## config.mk

```make
export PLATFORM = sky130hd
export DESIGN_NAME = qpel_bicubic_mc
export DESIGN_NICKNAME = d
export VERILOG_FILES = /design/src/rtl/qpel_pkg.sv /design/src/rtl/qpel_tap4.sv /design/src/rtl/qpel_hrow.sv /design/src/rtl/qpel_seq.sv /design/src/rtl/qpel_bicubic_mc.sv
export SDC_FILE = /design/constraint.sdc
export NUM_CORES = 2
export LEC_CHECK = 0
export ABC_CLOCK_PERIOD_IN_PS = 18300
export CAP_MARGIN = 15
export CORE_MARGIN = 3
export CORE_UTILIZATION = 30
export DETAILED_ROUTE_END_ITERATION = 6
export GPL_TIMING_DRIVEN = 1
export PLACE_DENSITY = 0.43
export SETUP_SLACK_MARGIN = 0.15
export SLEW_MARGIN = 20
export SYNTH_ARGS = -nofsm -noshare
export SYNTH_HDL_FRONTEND = slang
export SYNTH_SLANG_ARGS = --single-unit
export TNS_END_PERCENT = 5
```

## constraint.sdc

```tcl
create_clock -name clk_i -period 18.3 [get_ports clk_i]
set_clock_uncertainty 0.15 [all_clocks]
set_input_delay 1.83 -clock clk_i [delete_from_list [all_inputs] [get_ports clk_i]]
set_output_delay 1.83 -clock clk_i [all_outputs]
set_load 0.03 [all_outputs]
```

## src/rtl/qpel_pkg.sv

```systemverilog
package qpel_pkg;
  localparam int FRAC_W = 2;
  localparam int MODE_W = 2 * FRAC_W;

  typedef enum logic [1:0] {
    ST_IDLE = 2'd0,
    ST_LOAD = 2'd1,
    ST_EMIT = 2'd2,
    ST_FIN  = 2'd3
  } seq_state_e;

  typedef enum logic [FRAC_W-1:0] {
    FR_INT  = 2'd0,
    FR_QTR  = 2'd1,
    FR_HALF = 2'd2,
    FR_3QTR = 2'd3
  } frac_e;
endpackage

```

## src/rtl/qpel_tap4.sv

```systemverilog
module qpel_tap4 import qpel_pkg::*; #(
  parameter int PIX_W = 8
) (
  input  logic [PIX_W-1:0]  s_m1_i,
  input  logic [PIX_W-1:0]  s_0_i,
  input  logic [PIX_W-1:0]  s_p1_i,
  input  logic [PIX_W-1:0]  s_p2_i,
  input  logic [FRAC_W-1:0] frac_i,
  input  logic              r_i,
  output logic [PIX_W-1:0]  y_o
);
  localparam int MAXV = (1 << PIX_W) - 1;

  int a, b, c, d, r, acc, res;

  always_comb begin
    a = int'(s_m1_i);
    b = int'(s_0_i);
    c = int'(s_p1_i);
    d = int'(s_p2_i);
    r = int'(r_i);
    unique case (frac_e'(frac_i))
      FR_QTR:  acc = (53 * b + 18 * c - 4 * a - 3 * d + 32 - r) >>> 6;
      FR_HALF: acc = (9 * b + 9 * c - a - d + 8 - r) >>> 4;
      FR_3QTR: acc = (18 * b + 53 * c - 3 * a - 4 * d + 32 - r) >>> 6;
      default: acc = b;
    endcase
    if (acc < 0)         res = 0;
    else if (acc > MAXV) res = MAXV;
    else                 res = acc;
    y_o = res[PIX_W-1:0];
  end
endmodule

```

## src/rtl/qpel_hrow.sv

```systemverilog
module qpel_hrow import qpel_pkg::*; #(
  parameter int PIX_W = 8,
  parameter int BLK   = 8,
  localparam int WIN  = BLK + 3
) (
  input  logic [WIN*PIX_W-1:0] row_i,
  input  logic [FRAC_W-1:0]    frac_i,
  input  logic                 r_i,
  output logic [BLK*PIX_W-1:0] row_o
);
  for (genvar i = 0; i < BLK; i++) begin : g_col
    // output column i is centred on window column i+1
    qpel_tap4 #(.PIX_W(PIX_W)) u_tap (
      .s_m1_i (row_i[(i+0)*PIX_W +: PIX_W]),
      .s_0_i  (row_i[(i+1)*PIX_W +: PIX_W]),
      .s_p1_i (row_i[(i+2)*PIX_W +: PIX_W]),
      .s_p2_i (row_i[(i+3)*PIX_W +: PIX_W]),
      .frac_i (frac_i),
      .r_i    (r_i),
      .y_o    (row_o[i*PIX_W +: PIX_W])
    );
  end
endmodule

```

## src/rtl/qpel_seq.sv

```systemverilog
module qpel_seq import qpel_pkg::*; #(
  parameter int BLK = 8,
  localparam int WIN   = BLK + 3,
  localparam int ROW_W = $clog2(WIN),
  localparam int IDX_W = $clog2(BLK * BLK)
) (
  input  logic             clk_i,
  input  logic             rst_ni,
  input  logic             start_i,
  input  logic             row_vld_i,
  output logic             ld_o,
  output logic             wr_o,
  output logic [ROW_W-1:0] wr_row_o,
  output logic             emit_o,
  output logic [IDX_W-1:0] pix_idx_o,
  output logic             fin_o
);
  localparam logic [ROW_W-1:0] ROW_LAST = ROW_W'(WIN - 1);
  localparam logic [IDX_W-1:0] PIX_LAST = IDX_W'(BLK * BLK - 1);

  seq_state_e       state_q;
  logic [ROW_W-1:0] row_q;
  logic [IDX_W-1:0] pix_q;

  assign ld_o      = (state_q == ST_IDLE) && start_i;
  assign wr_o      = (state_q == ST_LOAD) && row_vld_i;
  assign wr_row_o  = row_q;
  assign emit_o    = (state_q == ST_EMIT);
  assign pix_idx_o = pix_q;
  assign fin_o     = (state_q == ST_FIN);

  always_ff @(posedge clk_i or negedge rst_ni) begin
    if (!rst_ni) begin
      state_q <= ST_IDLE;
      row_q   <= '0;
      pix_q   <= '0;
    end else begin
      unique case (state_q)
        ST_IDLE: if (start_i) begin
          state_q <= ST_LOAD;
          row_q   <= '0;
        end
        ST_LOAD: if (row_vld_i) begin
          if (row_q == ROW_LAST) begin
            state_q <= ST_EMIT;
            pix_q   <= '0;
          end else begin
            row_q <= row_q + 1'b1;
          end
        end
        ST_EMIT: begin
          if (pix_q == PIX_LAST) state_q <= ST_FIN;
          else                   pix_q   <= pix_q + 1'b1;
        end
        default: state_q <= ST_IDLE;
      endcase
    end
  end


  row_in_window_chk: assert property (@(posedge clk_i) disable iff (!rst_ni)
    wr_o |-> (wr_row_o <= ROW_LAST));
endmodule

```

## src/rtl/qpel_bicubic_mc.sv

```systemverilog
module qpel_bicubic_mc import qpel_pkg::*; #(
  parameter int PIX_W = 8,
  parameter int BLK   = 8,
  localparam int WIN   = BLK + 3,
  localparam int ROW_W = $clog2(WIN),
  localparam int IDX_W = $clog2(BLK * BLK),
  localparam int COL_W = $clog2(BLK)
) (
  input  logic                 clk_i,
  input  logic                 rst_ni,
  input  logic                 start_i,
  input  logic [MODE_W-1:0]    mode_i,
  input  logic                 rnd_i,
  input  logic                 row_vld_i,
  input  logic [WIN*PIX_W-1:0] row_i,
  output logic                 pix_vld_o,
  output logic [PIX_W-1:0]     pix_o,
  output logic                 done_o
);
  localparam int CNT_W = $clog2(BLK * BLK + 1);

  logic             ld, wr, emit, fin;
  logic [ROW_W-1:0] wr_row;
  logic [IDX_W-1:0] pix_idx;
  logic [MODE_W-1:0] mode_q;
  logic              rnd_q;

  logic [BLK*PIX_W-1:0] hrow;
  logic [BLK*PIX_W-1:0] mid_q [WIN];

  qpel_seq #(.BLK(BLK)) u_seq (
    .clk_i     (clk_i),
    .rst_ni    (rst_ni),
    .start_i   (start_i),
    .row_vld_i (row_vld_i),
    .ld_o      (ld),
    .wr_o      (wr),
    .wr_row_o  (wr_row),
    .emit_o    (emit),
    .pix_idx_o (pix_idx),
    .fin_o     (fin)
  );

  always_ff @(posedge clk_i or negedge rst_ni) begin
    if (!rst_ni) begin
      mode_q <= '0;
      rnd_q  <= 1'b0;
    end else if (ld) begin
      mode_q <= mode_i;
      rnd_q  <= rnd_i;
    end
  end

  qpel_hrow #(.PIX_W(PIX_W), .BLK(BLK)) u_hrow (
    .row_i  (row_i),
    .frac_i (mode_q[FRAC_W-1:0]),
    .r_i    (rnd_q),
    .row_o  (hrow)
  );

  always_ff @(posedge clk_i) begin
    if (wr) mid_q[wr_row] <= hrow;
  end

  // vertical pass: one pixel per cycle
  logic [COL_W-1:0] col;
  logic [ROW_W-1:0] top;
  logic [PIX_W-1:0] vs [4];
  logic [PIX_W-1:0] vout;

  assign col = pix_idx[COL_W-1:0];
  assign top = ROW_W'(pix_idx[IDX_W-1:COL_W]);

  for (genvar k = 0; k < 4; k++) begin : g_vtap
    logic [BLK*PIX_W-1:0] rsel;
    assign rsel  = mid_q[top + ROW_W'(k)];
    assign vs[k] = rsel[col*PIX_W +: PIX_W];
  end

  qpel_tap4 #(.PIX_W(PIX_W)) u_vtap (
    .s_m1_i (vs[0]),
    .s_0_i  (vs[1]),
    .s_p1_i (vs[2]),
    .s_p2_i (vs[3]),
    .frac_i (mode_q[MODE_W-1:FRAC_W]),
    .r_i    (~rnd_q),
    .y_o    (vout)
  );

  always_ff @(posedge clk_i or negedge rst_ni) begin
    if (!rst_ni) begin
      pix_vld_o <= 1'b0;
      pix_o     <= '0;
      done_o    <= 1'b0;
    end else begin
      pix_vld_o <= emit;
      done_o    <= fin;
      if (emit) pix_o <= vout;
    end
  end

  // checker state: valid pixels seen in the current block
  logic [CNT_W-1:0] vld_cnt_q;
  always_ff @(posedge clk_i or negedge rst_ni) begin
    if (!rst_ni)        vld_cnt_q <= '0;
    else if (done_o)    vld_cnt_q <= '0;
    else if (pix_vld_o) vld_cnt_q <= vld_cnt_q + 1'b1;
  end


  pix_count_chk: assert property (@(posedge clk_i) disable iff (!rst_ni)
    pix_vld_o |-> (vld_cnt_q < CNT_W'(BLK * BLK)));

  burst_end_chk: assert property (@(posedge clk_i) disable iff (!rst_ni)
    $fell(pix_vld_o) |-> done_o);

  done_pulse_chk: assert property (@(posedge clk_i) disable iff (!rst_ni)
    done_o |=> !done_o);

  done_after_pix_chk: assert property (@(posedge clk_i) disable iff (!rst_ni)
    done_o |-> ($past(pix_vld_o) && !pix_vld_o));

  done_count_chk: assert property (@(posedge clk_i) disable iff (!rst_ni)
    done_o |-> (vld_cnt_q == CNT_W'(BLK * BLK)));
endmodule

```

# [Word-level counts from Yosys, hierarchy flattened]
# Memory sizes are Yosys's and may differ from the RTL's.
# Index checks and enable logic that the tools add are counted.
[op_classes] shifts=4 n_bitwise=1 mux=42 order_cmp=18 reduce_logical=8 n_eq_ne=17 n_addsub=140 n_mul=46
[op_table] op="$sub 32x11->32" n=29
[op_table] op="$pmux 32 s3" n=9
[op_table] op="$sub 32x2->32" n=26
[op_table] op="$add 32x7->32 const B" n=18
[op_table] op="$sub 32x9->32" n=16
[op_table] op="$add 32x32->32" n=9
[op_table] op="$gt 32x9->1 const B" n=9
[op_table] op="$lt 32x1->1 const B" n=9
[op_table] op="$mul 4x8->12 const A" n=22
[op_table] op="$add 32x14->32" n=8
[op_table] op="$add 32x5->32 const B" n=8
[op_table] op="$shiftx 64x7->8" n=4
[op_table] op="$add 32x13->32" n=7
[op_table] op="$sub 32x32->32" n=7
[op_table] op="$mul 6x8->14 const A" n=11
[op_table] op="$mux 8" n=18
[op_table] op="$mul 2x8->10 const A" n=13
[op_table] op="$add 14x32->32" n=1
[op_table] op="$add 32x15->32" n=1
[op_table] op="$mux 6" n=3
[op_table] op="$sub 16x2->17" n=1
[op_table] op="$add 15x5->16 const B" n=1
[op_table] op="$sub 14x9->15" n=1
[op_table] op="$sub 13x8->14" n=1
[op_table] op="other kinds (22)" n=44
[word_totals] mem_count=1 regBits=27 inputBits=97 ramBits=704
[memory_table] memory="mid_q" depth=11 width=64 rd=4 rd_clocked_by_memory_dff=0 wr=1 line="qpel_bicubic_mc.sv:29" text="logic [BLK*PIX_W-1:0] mid_q [WIN];"

# [Logic depth before layout (Yosys ltp)]
# An unclocked memory read counts as a cell.
[logic_depth] word_depth=13 depth_mapped=54 depth_no_buf=44

# [Modules after synthesis]
# From an unflattened synthesis, not the netlist that was laid out.
[unflattened] hier_cells=10908 area_unflattened_um2=113242.4
[by_module_without_submodules] mod="qpel_bicubic_mc" area_each_um2=43680.6 cells_per_inst=2789 instances=1
[by_module_without_submodules] mod="qpel_tap4 at u_hrow.g_col[0].u_tap ..." area_each_um2=7748.7 cells_per_inst=904 instances=3
[by_module_without_submodules] mod="qpel_tap4 at u_hrow.g_col[7].u_tap" area_each_um2=7881.3 cells_per_inst=920 instances=1
[by_module_without_submodules] mod="qpel_tap4 at u_vtap" area_each_um2=7714.9 cells_per_inst=894 instances=1
[by_module_without_submodules] mod="qpel_tap4 at u_hrow.g_col[1].u_tap" area_each_um2=7576.0 cells_per_inst=900 instances=1
[by_module_without_submodules] mod="qpel_tap4 at u_hrow.g_col[5].u_tap" area_each_um2=7533.5 cells_per_inst=880 instances=1
[by_module_without_submodules] mod="qpel_tap4 at u_hrow.g_col[6].u_tap" area_each_um2=7483.4 cells_per_inst=872 instances=1
[by_module_without_submodules] mod="qpel_tap4 at u_hrow.g_col[4].u_tap" area_each_um2=7294.5 cells_per_inst=851 instances=1
[by_module_without_submodules] mod="qpel_seq" area_each_um2=832.0 cells_per_inst=90 instances=1

# [Worst setup path after synthesis]
# No wires, ideal clock.
[synth_path] kind="flip-flop to flip-flop" from="reg u_seq.pix_q[4], in the netlist u_seq.pix_idx_o[4]" to="reg pix_o[3]" path_buffers=8 setup_slack_ns=7.105 period_less_slack_ns=11.195 setup_ns=0.131 path_stages_with_launch=47 arrival_time_ns=10.914 path_cell_list="dfrtp_1 buf_4 buf_4 buf_2 buf_2 buf_1 buf_1 inv_1 ha_1 buf_2 buf_2 mux4_2 mux4_2 mux2_2 mux4_2 ha_1 inv_1 fa_1 [11 not listed] inv_1 ha_1 and3_1 a21oi_1 o211ai_1 a31oi_1 o21bai_1 and2_1 nor2_1 ha_1 nor4b_1 a21oi_1 nand2_1 nand2_1 a31o_1 a311o_1 o32ai_1 a211oi_1"
[synth_between] elab_chain_cells=13 word_cells_on_any_way=36 cone_classes="add/sub (18); mul (8); order compare (2); shift (4); mux (3); memory (1)"
[synth_rtl] element="from (decl)" line="qpel_seq.sv:23" text="logic [IDX_W-1:0] pix_q;"
[synth_rtl] element="from (signal assigned)" line="qpel_seq.sv:53" text="else pix_q <= pix_q + 1'b1;"
[synth_rtl] element="$add 3x2->4 / $add 3x1->4 (equally long branches)" line="qpel_bicubic_mc.sv:76" text="assign rsel = mid_q[top + ROW_W'(k)];"
[synth_rtl] element="$mem_v2 11x64 (*)"
[synth_rtl] element="$shiftx 64x7->8" line="qpel_bicubic_mc.sv:77" text="assign vs[k] = rsel[col*PIX_W +: PIX_W];"
[synth_rtl] element="$mul 6x8->14, or another cell as far along" line="qpel_tap4.sv:25" text="FR_3QTR: acc = (18 * b + 53 * c - 3 * a - 4 * d + 32 - r) >>> 6;"
[synth_rtl] element="$add 32x32->32 (on tied branches)" line="qpel_tap4.sv:25, qpel_tap4.sv:23, qpel_tap4.sv:24"
[synth_rtl] element="$sub 32x32->32, or another cell as far along" line="qpel_tap4.sv:25"
[synth_rtl] element="$sub 32x11->32, or another cell as far along" line="qpel_tap4.sv:25"
[synth_rtl] element="$add 32x7->32, or another cell as far along" line="qpel_tap4.sv:25"
[synth_rtl] element="$sub 32x2->32 (on tied branches)" line="qpel_tap4.sv:25, qpel_tap4.sv:23, qpel_tap4.sv:24"
[synth_rtl] element="$pmux 32 s3 (*)" line="qpel_tap4.sv:22" text="unique case (frac_e'(frac_i))"
[synth_rtl] element="$gt 32x9->1" line="qpel_tap4.sv:29" text="else if (acc > MAXV) res = MAXV;"
[synth_rtl] element="$mux 8" line="qpel_tap4.sv:29"
[synth_rtl] element="$mux 8 (*)" line="qpel_tap4.sv:28" text="if (acc < 0) res = 0;"
[synth_rtl] element="to (signal assigned)" line="qpel_bicubic_mc.sv:98" text="if (emit) pix_o <= vout;"
[synth_rtl] element="to (decl)" line="qpel_bicubic_mc.sv:17" text="output logic [PIX_W-1:0] pix_o,"
# Mark *: on every way between the ends. The rest lies on a longest branch, timed or not.
# A chain may end at the register's enable or synchronous reset.

# [Worst setup path after layout]
[layout_path] from="reg u_seq.pix_q[3], in the netlist u_seq.pix_idx_o[3]" to="reg pix_o[3]"
# The elaborated chain is that of the path after synthesis.

==> flow_summary_export.csv <==
group,metric,value,unit
setup_path,setup.worst_path.start,"u_seq.pix_idx_o[3]$_DFFE_PN0P_",
synthesis,synthCells,8383,
cts,cts_sinks,731,
placement,place_congestion,0.864,
placement,dpl.hpwl,248000,microns
synthesis,synth_enable_flop_cells,704,
setup_path,cp.required,18.71,ns
sta,relSlewSlack,17.1,%
cts,cts_tree,"built",
cts,htreeDepth,3,
die,die_w,567,microns
setup_path,crit_path_end_kind,"flip-flop",
cts,postCtsSetupRepairBufs,0,
cts,ctsHoldBuffers,0,
cts,clkLatencyLatePin,0.70,ns
placement,io_buffers,106,
drt,wl_per_cell,25.9,microns
setup_path,r2r-start,"u_seq.pix_idx_o[3]$_DFFE_PN0P_",
setup_path,critPathSlowestCell,"a21oi_1",
setup_path,worstPathArrival,13.30,ns
layout,register_area,21800,sq um
die,core,312000,sq um
setup_path,cpMostUsedCell,"inv_1",
layout,final_cell_mix,"ha_1, inv_1, edfxtp_1, fa_1, mux4_2",
global_routing,antenna_found_initial,8,
drt,dr.pass1.iters,7,
global_routing,track_usage,20.3,%
setup_path,crit_path_max_incr_delay,1.03,ns
layout,multi_input_area,65900,sq um
synthesis,synth_nets,10700,
layout,fill_cells,31300,
die,io_pins,107,
die,die_h,567,microns
sta,setup_viol,0,
placement,place_area,101000,sq um
layout,area_growth,9.83,%
synthesis,syn_area,94400,sq um
global_routing,grt_max_degree,123,
sta,slew_violations,0,
die,start_util,30.2,%
setup_path,crit_end,"pix_o[3]$_DFFE_PN0P_",
outcome,status,"finished clean",
synthesis,async_reset_ff_share,3.69,%
placement,post-place-cells,12500,
drt,routed_wl,328000,microns
global_routing,grt_pass1_wl,482000,microns
cts,clockRootBuffer,"clkbuf_16",
layout,final_common_cell,"ha_1",
cts,path_clk_slew,0.06,ns
cts,clockBufferDepth,3,
sta,worst_pin_slew,1.24,ns
setup_path,r2r_end,"pix_o[3]$_DFFE_PN0P_",
sta,hold_viol,0,
layout,nets,10800,
sta,fmax,0.0776,GHz
synthesis,ys.flop_type,"edfxtp_1",
synthesis,yosysWarnings,0,
sta,finalCriticalPeriod,12.89,ns
worst_hold_path,hp-class,"flip-flop to flip-flop",
drt,drtIter0Drc,5298,
die,num_rows,205,
cts,cts_buffers,86,
setup_path,reg2reg_slack,5.41,ns
drt,postRouteAntennaNets,0,
drt,vias,66200,
synthesis,synth.distinct_cells,92,
synthesis,synth_seq_cells,731,
layout,drive_above_1_share,12.7,%
global_routing,grt_pass1_vias,67900,
setup_path,criticalPathCategory,"flip-flop to flip-flop",
sta,post-route-period-util,70.4,%
layout,final_cell_area,104000,sq um
setup_path,setup.worst_path.start_class,"flip-flop",
global_routing,grt_overflow,0,
setup_path,rr_worst_depth,41,
drt,drc_errors,0,
synthesis,yosysSeqAreaShare,23.1,%
cts,ctsResizeCount,0,
setup_path,worstPathMaxFanout,97,
layout,final_cell_count_no_fill,12700,
drt,via_per_inst,5.22,
job,cap_violations,0,
synthesis,avgSynthCellArea,11.3,sq um
sta,rsz0062_at_grt,"no",
die,die-area,321000,sq um
sta,tns,0,ns
-- metrics by stage --
step / hold WS, ns / setup slack [ns] / utilization (%)
floorplan: 0.362 / 7.10 / -
global placement: 0.391 / 5.48 / 32.3
detailed placement: 0.389 / 5.49 / 32.3
CTS: 0.404 / 5.44 / 33.2
global route: 0.434 / 4.63 / 33.2
finish: 0.406 / 5.41 / 33.2
-- registers in the layout, indices dropped and copies added, names as in the netlist --
signal	flops
mid_q	704
pix_o	8
u_seq.pix_idx_o	6
mode_q	4
u_seq.wr_row_o	4
u_seq.state_q	2
done_o	1
pix_vld_o	1
rnd_q	1
-- worst max-delay path, delay by kind of cell (launching register included) --
family / cells / cell delay, ns
compound gates: 13 / 3.58
fa+ha+maj: 9 / 3.53
buf+inv: 9 / 2.45
mux: 3 / 1.32
flops: 1 / 0.75
simple gates: 6 / 0.62
xor+xnor: 1 / 0.15
-- routing by layer --
metal	up-vias	global-route usage, %	part of all wire [%]
li1	30300	-	-
met1	33300	28.2	45
met2	2103	33.3	47
met3	392	2.05	5.2
met4	0	5.78	3.1
met5	-	0	0
-- worst min-delay path by stage --
stage	from	to	slack, ns	depth (start not counted)
after floorplan	u_seq.state_q[1]$_DFFE_PN0P_	done_o$_DFF_PN0_	0.36	1
after global placement	u_seq.state_q[0]$_DFFE_PN0P_	u_seq.state_q[0]$_DFFE_PN0P_	0.39	1
after detailed placement	pix_o[0]$_DFFE_PN0P_	pix_o[0]$_DFFE_PN0P_	0.39	2
after CTS	pix_o[0]$_DFFE_PN0P_	pix_o[0]$_DFFE_PN0P_	0.40	2
after global routing	pix_o[0]$_DFFE_PN0P_	pix_o[0]$_DFFE_PN0P_	0.43	2
final	pix_o[0]$_DFFE_PN0P_	pix_o[0]$_DFFE_PN0P_	0.41	2
-- cells in the mapped netlist (88+ instances only) --
| cell type | n | share of area [%] |
|---|---|---|
| a21oi_1 | 412 | 2.2 |
| mux4_2 | 616 | 15 |
| edfxtp_1 | 704 | 22 |
| nand3_1 | 96 | 0.51 |
| nor2_1 | 365 | 1.5 |
| mux2i_1 | 175 | 1.9 |
| clkbuf_1 | 115 | 0.46 |
| o21ai_0 | 152 | 0.81 |
| xnor2_1 | 281 | 2.6 |
| xor2_1 | 126 | 1.2 |
| nand2_1 | 391 | 1.6 |
| ha_1 | 1568 | 21 |
| fa_1 | 620 | 13 |
| inv_1 | 1418 | 5.6 |
| o21bai_1 | 88 | 0.70 |
-- layout make-up --
type	instances	share of cell area, %
diodes	6	0.0145
inverters	1431	5.19
clock buffers	99	2.14
well taps	4140	5.00
multi-input cells	5930	63.6
repair buffers	287	2.40
flip-flops and latches	731	21.1
clock inverters	58	0.587
-- cells by family (layout without fill, tap and decap cells) --
logic type / after synthesis / after routing / share of synthesized area, %
AOI/OAI and AO/OA: 1269 / 1269 / 8.67
muxes: 846 / 846 / 17.2
xor gates and xnor gates: 409 / 409 / 3.81
other: 0 / 6 / 0
and+or+nand+nor: 1218 / 1218 / 5.90
adders and majority gates: 2188 / 2188 / 33.9
DFF: 731 / 731 / 23.1
buffers and inverters: 1722 / 1875 / 7.34
Power is not shown: default switching activity piles up to over one toggle a cycle in this logic, so the estimate is an artifact.
